`src/rtl/pdt_pkg.sv`:
```
package pdt_pkg;
    localparam int unsigned PDT_DEF_ENTRIES = 16;
    localparam int unsigned PDT_DEF_PREDS   = 64;
endpackage

```
`src/rtl/pdt_alloc.sv`:
```
module pdt_alloc #(
    parameter int unsigned ENTRIES = pdt_pkg::PDT_DEF_ENTRIES,
    localparam int unsigned EW     = $clog2(ENTRIES)
) (
    input  logic          clk,
    input  logic          rst_n,
    input  logic          upd_i,
    output logic [EW-1:0] ent_a_o,
    output logic [EW-1:0] ent_b_o
);
    typedef struct packed {
        logic [EW-1:0] ptr;
    } alloc_st_t;

    alloc_st_t st_d, st_q;

    always_comb begin
        st_d = st_q;
        if (upd_i) st_d.ptr = st_q.ptr + EW'(2);
    end

    always_ff @(posedge clk) begin
        if (!rst_n) st_q <= '0;
        else        st_q <= st_d;
    end

    assign ent_a_o = st_q.ptr;
    assign ent_b_o = {st_q.ptr[EW-1:1], 1'b1};


    ptr_step_chk: assert property (@(posedge clk) disable iff (!rst_n)
        upd_i |=> st_q.ptr == $past(st_q.ptr) + EW'(2));

    ptr_hold_chk: assert property (@(posedge clk) disable iff (!rst_n)
        !upd_i |=> $stable(st_q.ptr));

    ptr_even_chk: assert property (@(posedge clk) disable iff (!rst_n)
        !st_q.ptr[0]);
endmodule

```
`src/rtl/pdt_ldt.sv`:
```
module pdt_ldt #(
    parameter int unsigned ENTRIES = pdt_pkg::PDT_DEF_ENTRIES,
    parameter int unsigned PREDS   = pdt_pkg::PDT_DEF_PREDS,
    localparam int unsigned EW     = $clog2(ENTRIES),
    localparam int unsigned PW     = $clog2(PREDS)
) (
    input  logic          clk,
    input  logic          rst_n,
    input  logic          upd_i,
    input  logic [PW-1:0] guard_i,
    input  logic [PW-1:0] dst_a_i,
    input  logic [PW-1:0] dst_b_i,
    input  logic [EW-1:0] ent_a_i,
    input  logic [EW-1:0] ent_b_i,
    output logic          guard_hit_o,
    output logic [EW-1:0] guard_ent_o
);
    typedef struct packed {
        logic [PREDS-1:0][EW-1:0] map;
        logic [PREDS-1:0]         vld;
    } ldt_st_t;

    ldt_st_t st_d, st_q;

    // Guard lookup reads only the registered map (state before this cycle's write)
    assign guard_hit_o = (guard_i != '0) && st_q.vld[guard_i];
    assign guard_ent_o = st_q.map[guard_i];

    always_comb begin
        st_d = st_q;
        if (upd_i) begin
            if (dst_a_i != '0) begin
                st_d.map[dst_a_i] = ent_a_i;
                st_d.vld[dst_a_i] = 1'b1;
            end
            if (dst_b_i != '0) begin
                st_d.map[dst_b_i] = ent_b_i;
                st_d.vld[dst_b_i] = 1'b1;
            end
        end
    end

    always_ff @(posedge clk) begin
        if (!rst_n) st_q <= '0;
        else        st_q <= st_d;
    end


    ldt_write_chk: assert property (@(posedge clk) disable iff (!rst_n)
        (upd_i && dst_b_i != '0) |=>
            st_q.vld[$past(dst_b_i)] && st_q.map[$past(dst_b_i)] == $past(ent_b_i));

    p0_unmapped_chk: assert property (@(posedge clk) disable iff (!rst_n)
        !st_q.vld[0]);

    p0_guard_chk: assert property (@(posedge clk) disable iff (!rst_n)
        (guard_i == '0) |-> !guard_hit_o);
endmodule

```
`src/rtl/pdt_matrix.sv`:
```
module pdt_matrix #(
    parameter int unsigned ENTRIES = pdt_pkg::PDT_DEF_ENTRIES,
    localparam int unsigned EW     = $clog2(ENTRIES)
) (
    input  logic          clk,
    input  logic          rst_n,
    input  logic          upd_i,
    input  logic [EW-1:0] ent_a_i,
    input  logic [EW-1:0] ent_b_i,
    input  logic          inh_en_i,
    input  logic [EW-1:0] inh_ent_i,
    input  logic [EW-1:0] qry_a_i,
    input  logic [EW-1:0] qry_b_i,
    output logic          disj_o
);
    typedef struct packed {
        logic [ENTRIES-1:0][ENTRIES-1:0] row;
    } mtx_st_t;

    mtx_st_t st_d, st_q;
    logic [ENTRIES-1:0] pair_m;
    logic [ENTRIES-1:0] inh_v;

    always_comb begin
        st_d   = st_q;
        pair_m = '0;
        pair_m[ent_a_i] = 1'b1;
        pair_m[ent_b_i] = 1'b1;
        inh_v  = inh_en_i ? (st_q.row[inh_ent_i] & ~pair_m) : '0;
        if (upd_i) begin
            for (int i = 0; i < int'(ENTRIES); i++) begin
                st_d.row[i] = st_q.row[i] & ~pair_m;
                if (inh_v[i]) st_d.row[i] = st_d.row[i] | pair_m;
            end
            st_d.row[ent_a_i]          = inh_v;
            st_d.row[ent_a_i][ent_b_i] = 1'b1;
            st_d.row[ent_b_i]          = inh_v;
            st_d.row[ent_b_i][ent_a_i] = 1'b1;
        end
    end

    always_ff @(posedge clk) begin
        if (!rst_n) st_q <= '0;
        else        st_q <= st_d;
    end

    assign disj_o = st_q.row[qry_a_i][qry_b_i];


    pair_mark_chk: assert property (@(posedge clk) disable iff (!rst_n)
        upd_i |=> st_q.row[$past(ent_a_i)][$past(ent_b_i)]
               && st_q.row[$past(ent_b_i)][$past(ent_a_i)]);

    inherit_chk: assert property (@(posedge clk) disable iff (!rst_n)
        (upd_i && inh_en_i && qry_a_i != ent_a_i && qry_a_i != ent_b_i
               && st_q.row[inh_ent_i][qry_a_i])
            |=> st_q.row[$past(ent_a_i)][$past(qry_a_i)]);

    diag_clear_chk: assert property (@(posedge clk) disable iff (!rst_n)
        !st_q.row[qry_a_i][qry_a_i]);

    symmetric_chk: assert property (@(posedge clk) disable iff (!rst_n)
        st_q.row[qry_a_i][qry_b_i] == st_q.row[qry_b_i][qry_a_i]);
endmodule

```
`src/rtl/pred_disjoint_table.sv`:
```
module pred_disjoint_table #(
    parameter int unsigned ENTRIES = pdt_pkg::PDT_DEF_ENTRIES,
    parameter int unsigned PREDS   = pdt_pkg::PDT_DEF_PREDS,
    localparam int unsigned EW     = $clog2(ENTRIES),
    localparam int unsigned PW     = $clog2(PREDS)
) (
    input  logic          clk,
    input  logic          rst_n,
    input  logic          cmp_valid_i,
    input  logic [PW-1:0] cmp_guard_i,
    input  logic [PW-1:0] cmp_dst_a_i,
    input  logic [PW-1:0] cmp_dst_b_i,
    input  logic [EW-1:0] qry_a_i,
    input  logic [EW-1:0] qry_b_i,
    output logic          qry_disjoint_o,
    output logic [EW-1:0] alloc_a_o,
    output logic [EW-1:0] alloc_b_o
);
    logic          guard_hit;
    logic [EW-1:0] guard_ent;

    pdt_alloc #(.ENTRIES(ENTRIES)) u_alloc (
        .clk     (clk),
        .rst_n   (rst_n),
        .upd_i   (cmp_valid_i),
        .ent_a_o (alloc_a_o),
        .ent_b_o (alloc_b_o)
    );

    pdt_ldt #(.ENTRIES(ENTRIES), .PREDS(PREDS)) u_ldt (
        .clk         (clk),
        .rst_n       (rst_n),
        .upd_i       (cmp_valid_i),
        .guard_i     (cmp_guard_i),
        .dst_a_i     (cmp_dst_a_i),
        .dst_b_i     (cmp_dst_b_i),
        .ent_a_i     (alloc_a_o),
        .ent_b_i     (alloc_b_o),
        .guard_hit_o (guard_hit),
        .guard_ent_o (guard_ent)
    );

    pdt_matrix #(.ENTRIES(ENTRIES)) u_mtx (
        .clk       (clk),
        .rst_n     (rst_n),
        .upd_i     (cmp_valid_i),
        .ent_a_i   (alloc_a_o),
        .ent_b_i   (alloc_b_o),
        .inh_en_i  (guard_hit),
        .inh_ent_i (guard_ent),
        .qry_a_i   (qry_a_i),
        .qry_b_i   (qry_b_i),
        .disj_o    (qry_disjoint_o)
    );
endmodule

```
`config.mk`:
```
export PLATFORM = sky130hd
export DESIGN_NAME = pred_disjoint_table
export DESIGN_NICKNAME = d
export VERILOG_FILES = /design/src/rtl/pdt_pkg.sv /design/src/rtl/pdt_alloc.sv /design/src/rtl/pdt_ldt.sv /design/src/rtl/pdt_matrix.sv /design/src/rtl/pred_disjoint_table.sv
export SDC_FILE = /design/constraint.sdc
export NUM_CORES = 2
export LEC_CHECK = 0
export BUFFER_PORTS_ARGS = -buffer_cell sky130_fd_sc_hd__buf_2
export CAP_MARGIN = 20
export CORE_ASPECT_RATIO = 2
export CORE_UTILIZATION = 40
export DETAILED_ROUTE_END_ITERATION = 16
export SLEW_MARGIN = 30
export SYNTH_ARGS = -nofsm -noshare
export SYNTH_HDL_FRONTEND = slang
export SYNTH_SLANG_ARGS = --single-unit
```
`constraint.sdc`:
```
create_clock -name clk -period 8.33 [get_ports clk]
set_input_delay 2.499 -clock clk [delete_from_list [all_inputs] [get_ports clk]]
set_output_delay 2.499 -clock clk [all_outputs]
set_load 0.005 [all_outputs]
```
==> impl_metrics.xml <==
<?xml version="1.0" encoding="UTF-8"?>
<metrics>
  <group name="run_status">
    <metric name="run_status" unit="">complete, no violations</metric>
  </group>
  <group name="synth">
    <metric name="async_flop_share" unit="%">0</metric>
    <metric name="synth_xor_area_share" unit="%">0.0612</metric>
    <metric name="post_synth_most_frequent_cells" unit="">dfxtp_1, nor2_1, nand2_1</metric>
    <metric name="syn_avg_cell_area" unit="µm²">9.32</metric>
    <metric name="postSynth.topFlopCell" unit="">dfxtp_1</metric>
    <metric name="synthMuxAreaShare" unit="%">23.2</metric>
    <metric name="post-synth-top-count-cell" unit="">dfxtp_1</metric>
    <metric name="ys_seq_area_share" unit="%">40.5</metric>
    <metric name="yosys_register_bits" unit="">579</metric>
    <metric name="synth_area_leaders" unit="">dfxtp_1, mux4_2, mux2i_1</metric>
    <metric name="synth-simple-area-share" unit="%">18.9</metric>
    <metric name="yosysUniqueCellTypes" unit="">94</metric>
    <metric name="largest_family_of_logic_cells_by_synthesized_area" unit="">multiplexers</metric>
    <metric name="synthesis.instances" unit="">3072</metric>
    <metric name="post-synth-top-area-cell" unit="">dfxtp_1</metric>
    <metric name="synthesis.area" unit="µm²">28600</metric>
    <metric name="synth_edf_count" unit="">0</metric>
    <metric name="synth_compound_gate_area_share" unit="%">13.1</metric>
    <metric name="yosys.area.top_type_share" unit="%">40.5</metric>
    <metric name="ys.warnings.count" unit="">0</metric>
    <metric name="synth_fp_nets" unit="">3102</metric>
    <metric name="adder_cell_share_of_the_synthesized_area" unit="%">0.0437</metric>
  </group>
  <group name="placement">
    <metric name="post-dp-hpwl" unit="mm">90.1</metric>
    <metric name="placed_area" unit="µm²">29800</metric>
    <metric name="place_worst_setup_slack" unit="ns">0.483</metric>
    <metric name="place.port_buffers" unit="">35</metric>
    <metric name="placed_cells" unit="">3892</metric>
    <metric name="finalWeightedCongestion" unit="">1.02</metric>
  </group>
  <group name="drt">
    <metric name="total_via_count_after_detailed_routing" unit="">25700</metric>
    <metric name="drt-pass1-iter-count" unit="">7</metric>
    <metric name="wirelength" unit="mm">128</metric>
    <metric name="vias_per_cell" unit="">6.43</metric>
    <metric name="wire_per_inst" unit="µm">32.0</metric>
    <metric name="detailedRoute.firstIterationViolations" unit="">2487</metric>
    <metric name="drc" unit="">0</metric>
    <metric name="ant_nets" unit="">0</metric>
  </group>
  <group name="power_and_ir_drop">
    <metric name="report.power.total" unit="mW">6.26</metric>
    <metric name="power_leakage" unit="nW">11.8</metric>
    <metric name="power_density" unit="nW/µm²">198</metric>
    <metric name="power.ir.vdd_worst" unit="mV">0.173</metric>
  </group>
  <group name="setup_path">
    <metric name="arrival" unit="ns">5.42</metric>
    <metric name="worstPathMaxFanout" unit="">24</metric>
    <metric name="rrSetupSlack" unit="ns">3.77</metric>
    <metric name="reg2reg_to" unit="">u_mtx.st_q[193]$_SDFFE_PN0P_</metric>
    <metric name="crit_type" unit="">input pin to primary output</metric>
    <metric name="rr_startpoint" unit="">u_ldt.st_q[122]$_SDFFE_PN0P_</metric>
    <metric name="crit_required" unit="ns">5.83</metric>
    <metric name="cp-end-kind" unit="">primary output</metric>
    <metric name="critPathLaunchType" unit="">input pin</metric>
    <metric name="timing.reg2reg.worst_path_depth" unit="">12</metric>
  </group>
  <group name="clocking">
    <metric name="cts_setup_buffers" unit="">0</metric>
    <metric name="cts-buffers-inserted" unit="">55</metric>
    <metric name="htree_num_levels" unit="">2</metric>
    <metric name="insertion_delay" unit="ns">0.65</metric>
    <metric name="clkSinkCount" unit="">579</metric>
    <metric name="buffer_levels_on_the_longest_clock_path" unit="">3</metric>
    <metric name="cts_resized" unit="">0</metric>
    <metric name="root_buffer" unit="">clkbuf_16</metric>
    <metric name="tritoncts" unit="">yes</metric>
    <metric name="cts_hold_buf" unit="">0</metric>
    <metric name="clock_transition_time_at_the_flip_flop_clock_pins_of_the_worst_setup_and_hold_paths" unit="ns">0.06</metric>
  </group>
  <group name="floorplanning">
    <metric name="std_cell_rows" unit="">138</metric>
    <metric name="coreArea" unit="µm²">70800</metric>
    <metric name="floorplan.initialDensity" unit="%">40.5</metric>
    <metric name="floorplan.die_area" unit="µm²">72700</metric>
    <metric name="io_pins" unit="">38</metric>
    <metric name="die_height" unit="µm">380</metric>
    <metric name="die-width" unit="µm">191</metric>
  </group>
  <group name="timing">
    <metric name="timing.final.crit_share" unit="%">95.0</metric>
    <metric name="worst_pin_slew" unit="ns">1.06</metric>
    <metric name="slew-limit-headroom" unit="%">28.6</metric>
    <metric name="fin_skew" unit="ns">0.0293</metric>
    <metric name="grt_setup_unrepaired" unit="">false</metric>
    <metric name="hold_violations" unit="">0</metric>
    <metric name="setup_total_negative_slack" unit="ns">0</metric>
    <metric name="number_of_endpoints_failing_setup_at_the_final_stage" unit="">0</metric>
    <metric name="worst_slack" unit="ns">0.413</metric>
    <metric name="timing_max_transition_violations_final" unit="">0</metric>
    <metric name="highest_achievable_clock_rate" unit="GHz">0.126</metric>
    <metric name="finalWorstPathRequiredPeriod" unit="ns">7.92</metric>
  </group>
  <group name="min_path">
    <metric name="worstHoldPathType" unit="">flip-flop to flip-flop</metric>
    <metric name="worstHoldPathCells" unit="">2</metric>
    <metric name="end_point_of_the_worst_hold_path" unit="">u_ldt.st_q[26]$_SDFFE_PN0P_</metric>
    <metric name="min-delay-start" unit="">u_ldt.st_q[26]$_SDFFE_PN0P_</metric>
  </group>
  <group name="job">
    <metric name="max-cap-violations" unit="">0</metric>
  </group>
  <group name="layout">
    <metric name="drive_above_1_share" unit="%">15.4</metric>
    <metric name="finish.instance_area" unit="µm²">31600</metric>
    <metric name="filler_free_cell_count_of_the_finished_design" unit="">3988</metric>
    <metric name="areaGrowthSynthToFinish" unit="%">10.2</metric>
    <metric name="finish.net_count" unit="">3069</metric>
  </group>
  <group name="global_route">
    <metric name="grt_pass1_vias" unit="">25900</metric>
    <metric name="antenna_violations_before_repair" unit="">5</metric>
    <metric name="groute.usage.overall" unit="%">35.6</metric>
    <metric name="gr-total-overflow" unit="">0</metric>
    <metric name="grt_first_pass_wirelength" unit="mm">185</metric>
    <metric name="grt_start_max_net_pins" unit="">152</metric>
  </group>
</metrics>
layout by cell type (no fill, tap or decap), drive strengths merged, types with 24 or more instances in the layout:
cell type	count
dfxtp	579
nor2	577
nand2	397
mux2i	248
mux4	175
buf	140
o21ai	135
a21oi	119
clkbuf	75
nor3	61
nand3	58
a211oi	44
a221oi	41
and2	39
and3	34
o211a	24
nand4	24
layout make-up:
| class | instances | area, µm² |
|---|---|---|
| Antenna cell | 2 | 5.00 |
| Clock buffer | 75 | 1550 |
| Timing Repair Buffer | 140 | 1080 |
| Inverter | 22 | 95.1 |
| Tap cell | 910 | 1140 |
| Fill cell | 6898 | 39200 |
| Clock inverter | 19 | 206 |
| Sequential cell | 579 | 11600 |
| Multi-Input combinational cell | 2241 | 15900 |
cell families after synthesis:
group,after synthesis
simple gates,1261
flops,579
compound gates,532
mux,443
buf+inv,252
other cells,2
xor+xnor,2
fa+ha+maj,1
critical path: stages:
cell and delay, ns:
buf_4 0.28, buf_12 0.27, mux4_2 0.53, mux4_2 0.59
mux4_2 0.55, mux4_2 0.49, buf_2 0.16
through the flow:
step	hold WS (ns)	util, %
after floorplan	0.422	-
after global placement	0.429	42.1
after global routing	0.467	44.6
after CTS	0.449	44.6
after detailed placement	0.439	42.1
final	0.449	44.6
worst max-delay path by stage:
| stage | slack, ns | endpoint | from |
|---|---|---|---|
| floorplan | 0.47 | qry_disjoint_o | qry_a_i[0] |
| global placement | 0.50 | qry_disjoint_o | qry_a_i[0] |
| detailed placement | 0.48 | qry_disjoint_o | qry_a_i[0] |
| CTS | 0.48 | qry_disjoint_o | qry_a_i[0] |
| global route | 0.38 | qry_disjoint_o | qry_a_i[0] |
| finish | 0.41 | qry_disjoint_o | qry_a_i[0] |
layer usage:
metal / routed length, µm / vias up / global-route usage (%)
met5: 14 / - / 0
met4: 17300 / 2 / 38.2
met3: 9920 / 618 / 8.85
met2: 61700 / 1467 / 59.5
met1: 38900 / 12600 / 33.7
li1: - / 11000 / -
power breakdown:
group	total (mW)	internal (mW)	switching, mW
logic	0.752	0.250	0.503
registers	2.96	2.84	0.121
clock network	2.56	1.39	1.16
Power figures use the tool's default switching activity.
